File: config.mk
export PLATFORM = sky130hd
export DESIGN_NAME = irq_level_encoder
export DESIGN_NICKNAME = d
export VERILOG_FILES = /design/src/rtl/irq_level_encoder.sv
export SDC_FILE = /design/constraint.sdc
export NUM_CORES = 1
export LEC_CHECK = 0
export CORE_MARGIN = 5
export CORE_UTILIZATION = 46
export DETAILED_ROUTE_END_ITERATION = 10
export GPL_TIMING_DRIVEN = 0
export PLACE_DENSITY = 0.85
export SLEW_MARGIN = 20
export SYNTH_ARGS = -nofsm -noshare
export SYNTH_HDL_FRONTEND = slang
export SYNTH_SLANG_ARGS = --single-unit
File: constraint.sdc
create_clock -name clk -period 4.4 [get_ports clk]
set_input_delay 0.88 -clock clk [delete_from_list [all_inputs] [get_ports clk]]
set_output_delay 0.88 -clock clk [all_outputs]
set_load 0.005 [all_outputs]
File: src/rtl/irq_level_encoder.sv
module irq_level_encoder #(
  parameter int          ADDR_W  = 6,
  parameter logic [15:0] VERSION = 16'h0010
) (
  input  logic              clk,
  input  logic              rst,
  input  logic [12:0]       req_i,
  input  logic              wr_i,
  input  logic [ADDR_W-1:0] addr_i,
  input  logic [15:0]       wdata_i,
  output logic [15:0]       rdata_o,
  output logic [3:0]        irl_o,
  output logic              shutdown_o,
  output logic [15:0]       gpo_o
);
  localparam int NSRC = 13;
  localparam logic [ADDR_W-1:0] A_MASK = ADDR_W'(6'h00);
  localparam logic [ADDR_W-1:0] A_POFF = ADDR_W'(6'h30);
  localparam logic [ADDR_W-1:0] A_VER  = ADDR_W'(6'h32);
  localparam logic [ADDR_W-1:0] A_GPO  = ADDR_W'(6'h36);

  function automatic logic [3:0] src_prio(input int i);
    case (i)
      0: return 4'd1;   1: return 4'd2;   2: return 4'd9;   3: return 4'd10;
      4: return 4'd3;   5: return 4'd0;   6: return 4'd4;   7: return 4'd5;
      8: return 4'd6;   9: return 4'd7;   10: return 4'd8;  11: return 4'd11;
      default: return 4'd12;
    endcase
  endfunction

  function automatic logic [3:0] src_bit(input int i);
    case (i)
      0: return 4'd9;   1: return 4'd8;   2: return 4'd14;  3: return 4'd13;
      4: return 4'd12;  5: return 4'd11;  6: return 4'd10;  7: return 4'd6;
      8: return 4'd5;   9: return 4'd4;   10: return 4'd7;  11: return 4'd0;
      default: return 4'd15;
    endcase
  endfunction

  logic [15:0] mask_q, gpo_q, mask_nxt, monitor;
  logic [3:0]  sel, irl_q;
  logic        sd_q;

  wire wr_mask = wr_i && addr_i == A_MASK;
  wire wr_gpo  = wr_i && addr_i == A_GPO;
  wire wr_poff = wr_i && addr_i == A_POFF;

  assign mask_nxt = wr_mask ? wdata_i : mask_q;

  always_comb begin
    monitor = '0;
    for (int i = 0; i < NSRC; i++) monitor[src_bit(i)] = req_i[i];
  end

  always_comb begin
    sel = 4'hF;
    for (int i = 0; i < NSRC; i++)
      if ((monitor & mask_nxt) >> src_bit(i) & 16'd1 ? src_prio(i) < sel : 1'b0)
        sel = src_prio(i);
  end

  always_ff @(posedge clk) begin
    if (rst) begin
      mask_q <= '0;
      gpo_q  <= '0;
      irl_q  <= '0;
      sd_q   <= 1'b0;
    end else begin
      mask_q <= mask_nxt;
      if (wr_gpo) gpo_q <= wdata_i;
      irl_q  <= sel ^ 4'hF;
      sd_q   <= wr_poff && wdata_i[0];
    end
  end

  always_comb begin
    case (addr_i)
      A_MASK:  rdata_o = mask_q;
      A_GPO:   rdata_o = gpo_q;
      A_VER:   rdata_o = VERSION;
      default: rdata_o = '0;
    endcase
  end

  assign irl_o      = irl_q;
  assign shutdown_o = sd_q;
  assign gpo_o      = gpo_q;
endmodule


Word level (Yosys, flattened, before mapping)
Cells that the tools add are included. W data, S select, Z words.

Register bits after elaboration: 37. Input port bits: 38. Logic and storage cells: 54.

$lt $le $gt $ge: 12. Equality and inequality tests: 3. Multiplexer cells: 28. Bitwise gates (word level): 2. Reductions and logical operators: 5.

Operators with widths (number): $mux W4 (13); $pmux W16 S3 (1); $lt A4 B4 Y1 const A (5); $eq A6 B6 Y1 const B (3); $and A16 B16 Y16 (1); $lt A3 B4 Y1 const A (4); $mux W16 (1); $mux W1 (13); $lt A2 B4 Y1 const A (2); $logic_not A6 Y1 (1); $logic_and A1 B1 Y1 (4); $lt A1 B4 Y1 const A (1); $not A4 Y4 (1).

Depth between registers and ports, before layout
Depth in word-level cells: 43. Mapped depth: 9. Gate-level depth less buffers: 6.

Worst setup path after synthesis
Ideal clock, no wire load.

Path kind: input to output. Start: in addr_i[0]. End: out rdata_o[0]. Arrival time: 2.316 ns. Data required time: 3.520 ns. Path slack: 1.204 ns. Stages on the path: 4. Cells stage by stage: or4_4 > nor3_1 > clkbuf_1 > a22o_1.

Word-level cells in the longest chain between the ends: 2.

Ends and longest elaborated chain: from (decl) (line 9) `input logic [ADDR_W-1:0] addr_i,`; $eq A6 B6 Y1 / $logic_not A6 Y1 (equally long branches) (line 77) `case (addr_i)`; $pmux W16 S3 * (line 77); to (decl) (line 11) `output logic [15:0] rdata_o,`.

Mark *: on every way between the ends. The rest lies on a longest branch, timed or not.

Worst setup path after layout
Start: in addr_i[0]. End: out rdata_o[7].

Same word-level chain as after synthesis.

==> results by group <==
Synth
  – FF+latch count, synth: 37
  – Post-synthesis net count: roughly 270
  – Cells after synthesis: 229
  – Number of enable-type register cells in the synthesized netlist: 0
  – Primary FF master, synth: sky130_fd_sc_hd__dfxtp_1
  – Synth Warn #: 0
  – Sequential element share of the synthesized area: 0.408
  – Count of different cell masters after synthesis: 38
  – Async S/R FF share, synth: 0
  – Post-synthesis cell area: about 1800 um2
  – Per-instance average area after synthesis: roughly 8 um2

Clock tree
  – Clock buffers created by TritonCTS: 5
  – Post-CTS Setup Repair Bufs: 0
  – Total number of H-tree levels: 2
  – Buffer cell driving the clock tree root: sky130_fd_sc_hd__clkbuf_8
  – Clock tree buffer depth: 2
  – CTS clk-pin slew, worst paths: 0.07 ns
  – Clock latency at the later pin of the worst-skew pair: between 0.2 and 0.3 ns
  – TritonCTS clock tree: done
  – Number of sinks driven by the clock tree: 37

STA
  – Pin slew with the least headroom to its limit: roughly 0.63 ns
  – Final setup violation count: 0
  – Max Slew Vio Count: 0
  – Worst setup skew after layout: 0.00221 ns
  – Worst max-slew margin expressed relative to the limit: 0.583
  – Maximum operating frequency: 237 MHz
  – Final hold violation count: 0
  – Post-route fraction of the period consumed by the critical path: 0.960
  – Setup repair after global routing missed its margin: false
  – Setup tns final: 0 ns
  – Time the worst path needs with I/O delays and setup: between 4 and 5 ns

Global route
  – Total global routing track utilization: 0.233
  – Largest net degree at the start of global routing: 12
  – First-pass GRT wire length: 9.63 mm
  – Remaining Overflow, GRT: 0
  – Number of global-route vias before repair: 1,962
  – Initial antenna violation count: 0

Power and ir drop
  – Power per unit of standard cell area: 247 nW/um2
  – Overall power of the completed layout: 0.668 mW
  – VDD IR max: 0.257 mV
  – Pleak: 0.954 nW

Layout
  – Final standard cell utilization of the core: 0.723
  – Number of diodes added for antenna fixing: 0
  – Post-layout net count: 346
  – Signed area change from the synthesized netlist to the final layout: 48.9%
  – Layout cells sized above 1: 0.0550
  – Cell area after layout: ~2700 um2

Route
  – Detailed route wirelength on metal3: 620 um
  – Wire per inst: 16.9 um
  – Per-cell via count in the routed design: approximately 5.6
  – Violation count after the first detailed-routing iteration: 218
  – # DRC: 0
  – Number of optimization iterations in the first detailed-route pass: 4
  – Total length of routed met2 wires: 2.96 mm
  – Overall routed net length: 6.05 mm
  – Overall via count from detail_route: slightly above 2,000
  – Wire length the detailed router placed on met1: 2.45 mm
  – Top Layer Used: met4
  – Number of nets with antenna violations after routing: 0

Setup path
  – Largest fanout on the critical path: 10
  – Critical path arrival: 3.34 ns
  – Sort of element at the start of the critical path: primary input
  – Crit path required time: 3.52 ns
  – WS Path Type: in -> out
  – Category of the worst setup path capture point: output port

Die
  – Area of the die: between 5000 and 6000 um2
  – Floorplan die width: 72.8 um
  – Standard-cell row count: 22
  – Starting density of the core: 0.485
  – CORE AREA: 3740 um2
  – Die Height: between 70 and 80 um
  – Boundary Pins: between 70 and 80

Place
  – Port bufs: 72
  – Placer Congestion: 0.924
  – Area after detailed placement: 2600 um2
  – Detailed placer's ending HPWL: 4.38 mm

Run status
  – Status: finished, final reports clean

Worst hold path
  – Kind of path behind the tightest hold check: reg -> reg

Flow run
  – Max-cap check violation count: 0
==> cell families after synthesis <==
kind of cell,synth area share
AND/OR/NAND/NOR,0.238
flip-flops,0.408
multiplexers,0.0510
buffers and inverters,0.0510
AO/OA/AOI/OAI,0.253
==> cells in the mapped netlist (all sizes together) (4+ instances only) <==
cell	number	area share
nor2	7	0.016
o21ai	4	0.011
nand2	53	0.11
a22o	16	0.077
buf	5	0.016
a22oi	5	0.021
mux2i	8	0.051
dfxtp	37	0.41
a21oi	29	0.080
nand3	20	0.055
clkbuf	11	0.023
inv	6	0.012
==> worst max-delay path: stages <==
cell and delay, ns:
sky130_fd_sc_hd__clkdlybuf4s50_1 0.42, sky130_fd_sc_hd__or4_4 0.58, sky130_fd_sc_hd__nor3_2 0.39, sky130_fd_sc_hd__clkbuf_2 0.36
sky130_fd_sc_hd__a22o_1 0.21, sky130_fd_sc_hd__clkdlybuf4s50_1 0.50
==> power by group <==
part           internal [mW]  switching (mW)
registers              0.336         0.00109
clock network          0.142           0.117
logic                 0.0380          0.0344
total                  0.516           0.152
==> final timing paths <==
check / from / end / slack [ns] / cells past startpoint
min: mask_q[3] / mask_q[3] / 0.46 / 2
min reg2reg: mask_q[3] / mask_q[3] / 0.46 / 2
max: addr_i[0] / rdata_o[7] / 0.18 / 6
max reg2reg: mask_q[14] / irl_o[1] / 2.85 / 5
==> layout make-up <==
type | instances | area, um2
tap | 48 | 60.1
timing repair buffer | 72 | 721
clock inverter | 1 | 5.00
inverter | 6 | 22.5
clock buffer | 7 | 96.3
buffer | 16 | 71.3
sequential | 37 | 741
multi-input combinational | 170 | 988
fill | 321 | 1040
==> per-stage QoR <==
stage | hold WS, ns | std cells | worst slack [ns]
2_1_floorplan | 0.437 | 229 | 1.20
3_3_place_gp | 0.444 | 349 | -0.255
3_5_place_dp | 0.451 | 349 | -0.245
4_1_cts | 0.460 | 357 | 0.0322
5_1_grt | 0.484 | 357 | 0.0973
6_report | 0.461 | 357 | 0.176
==> layer usage <==
metal,vias to the layer above,track usage
met5,-,0
met2,99,0.387
met3,2,0.0716
met4,0,0.0492
met1,925,0.299
li1,988,-
==> repair_timing <==
action / 4_1_cts / 5_1_grt
hold buffers: 0 / 0
setup endpoints to repair: 10 / 10
gates cloned: 0 / 0
gates resized for setup: 1 / 2
==> state kept, by name, indices dropped and copies added (netlist names) <==
signal / flops
shutdown_o: 1
irl_o: 4
mask_q: 16
gpo_o: 16
==> layout by cell type, fill, tap and decap left out, types with 2 or more instances in the layout <==
cell / instances
sky130_fd_sc_hd__a22oi_1: 5
sky130_fd_sc_hd__o21bai_1: 2
sky130_fd_sc_hd__buf_2: 2
sky130_fd_sc_hd__nand4_1: 2
sky130_fd_sc_hd__o21ai_0: 2
sky130_fd_sc_hd__a31oi_1: 3
sky130_fd_sc_hd__a22o_1: 16
sky130_fd_sc_hd__buf_1: 2
sky130_fd_sc_hd__o32ai_1: 2
sky130_fd_sc_hd__dfxtp_1: 37
sky130_fd_sc_hd__a222oi_1: 2
sky130_fd_sc_hd__a21oi_1: 29
sky130_fd_sc_hd__mux2i_1: 7
sky130_fd_sc_hd__clkbuf_8: 7
sky130_fd_sc_hd__nor2_1: 6
sky130_fd_sc_hd__o21ai_1: 2
sky130_fd_sc_hd__clkbuf_1: 10
sky130_fd_sc_hd__nand2_1: 53
sky130_fd_sc_hd__inv_1: 6
sky130_fd_sc_hd__clkdlybuf4s50_1: 72
sky130_fd_sc_hd__nand3_1: 20
(Power assumes the default switching activity.)
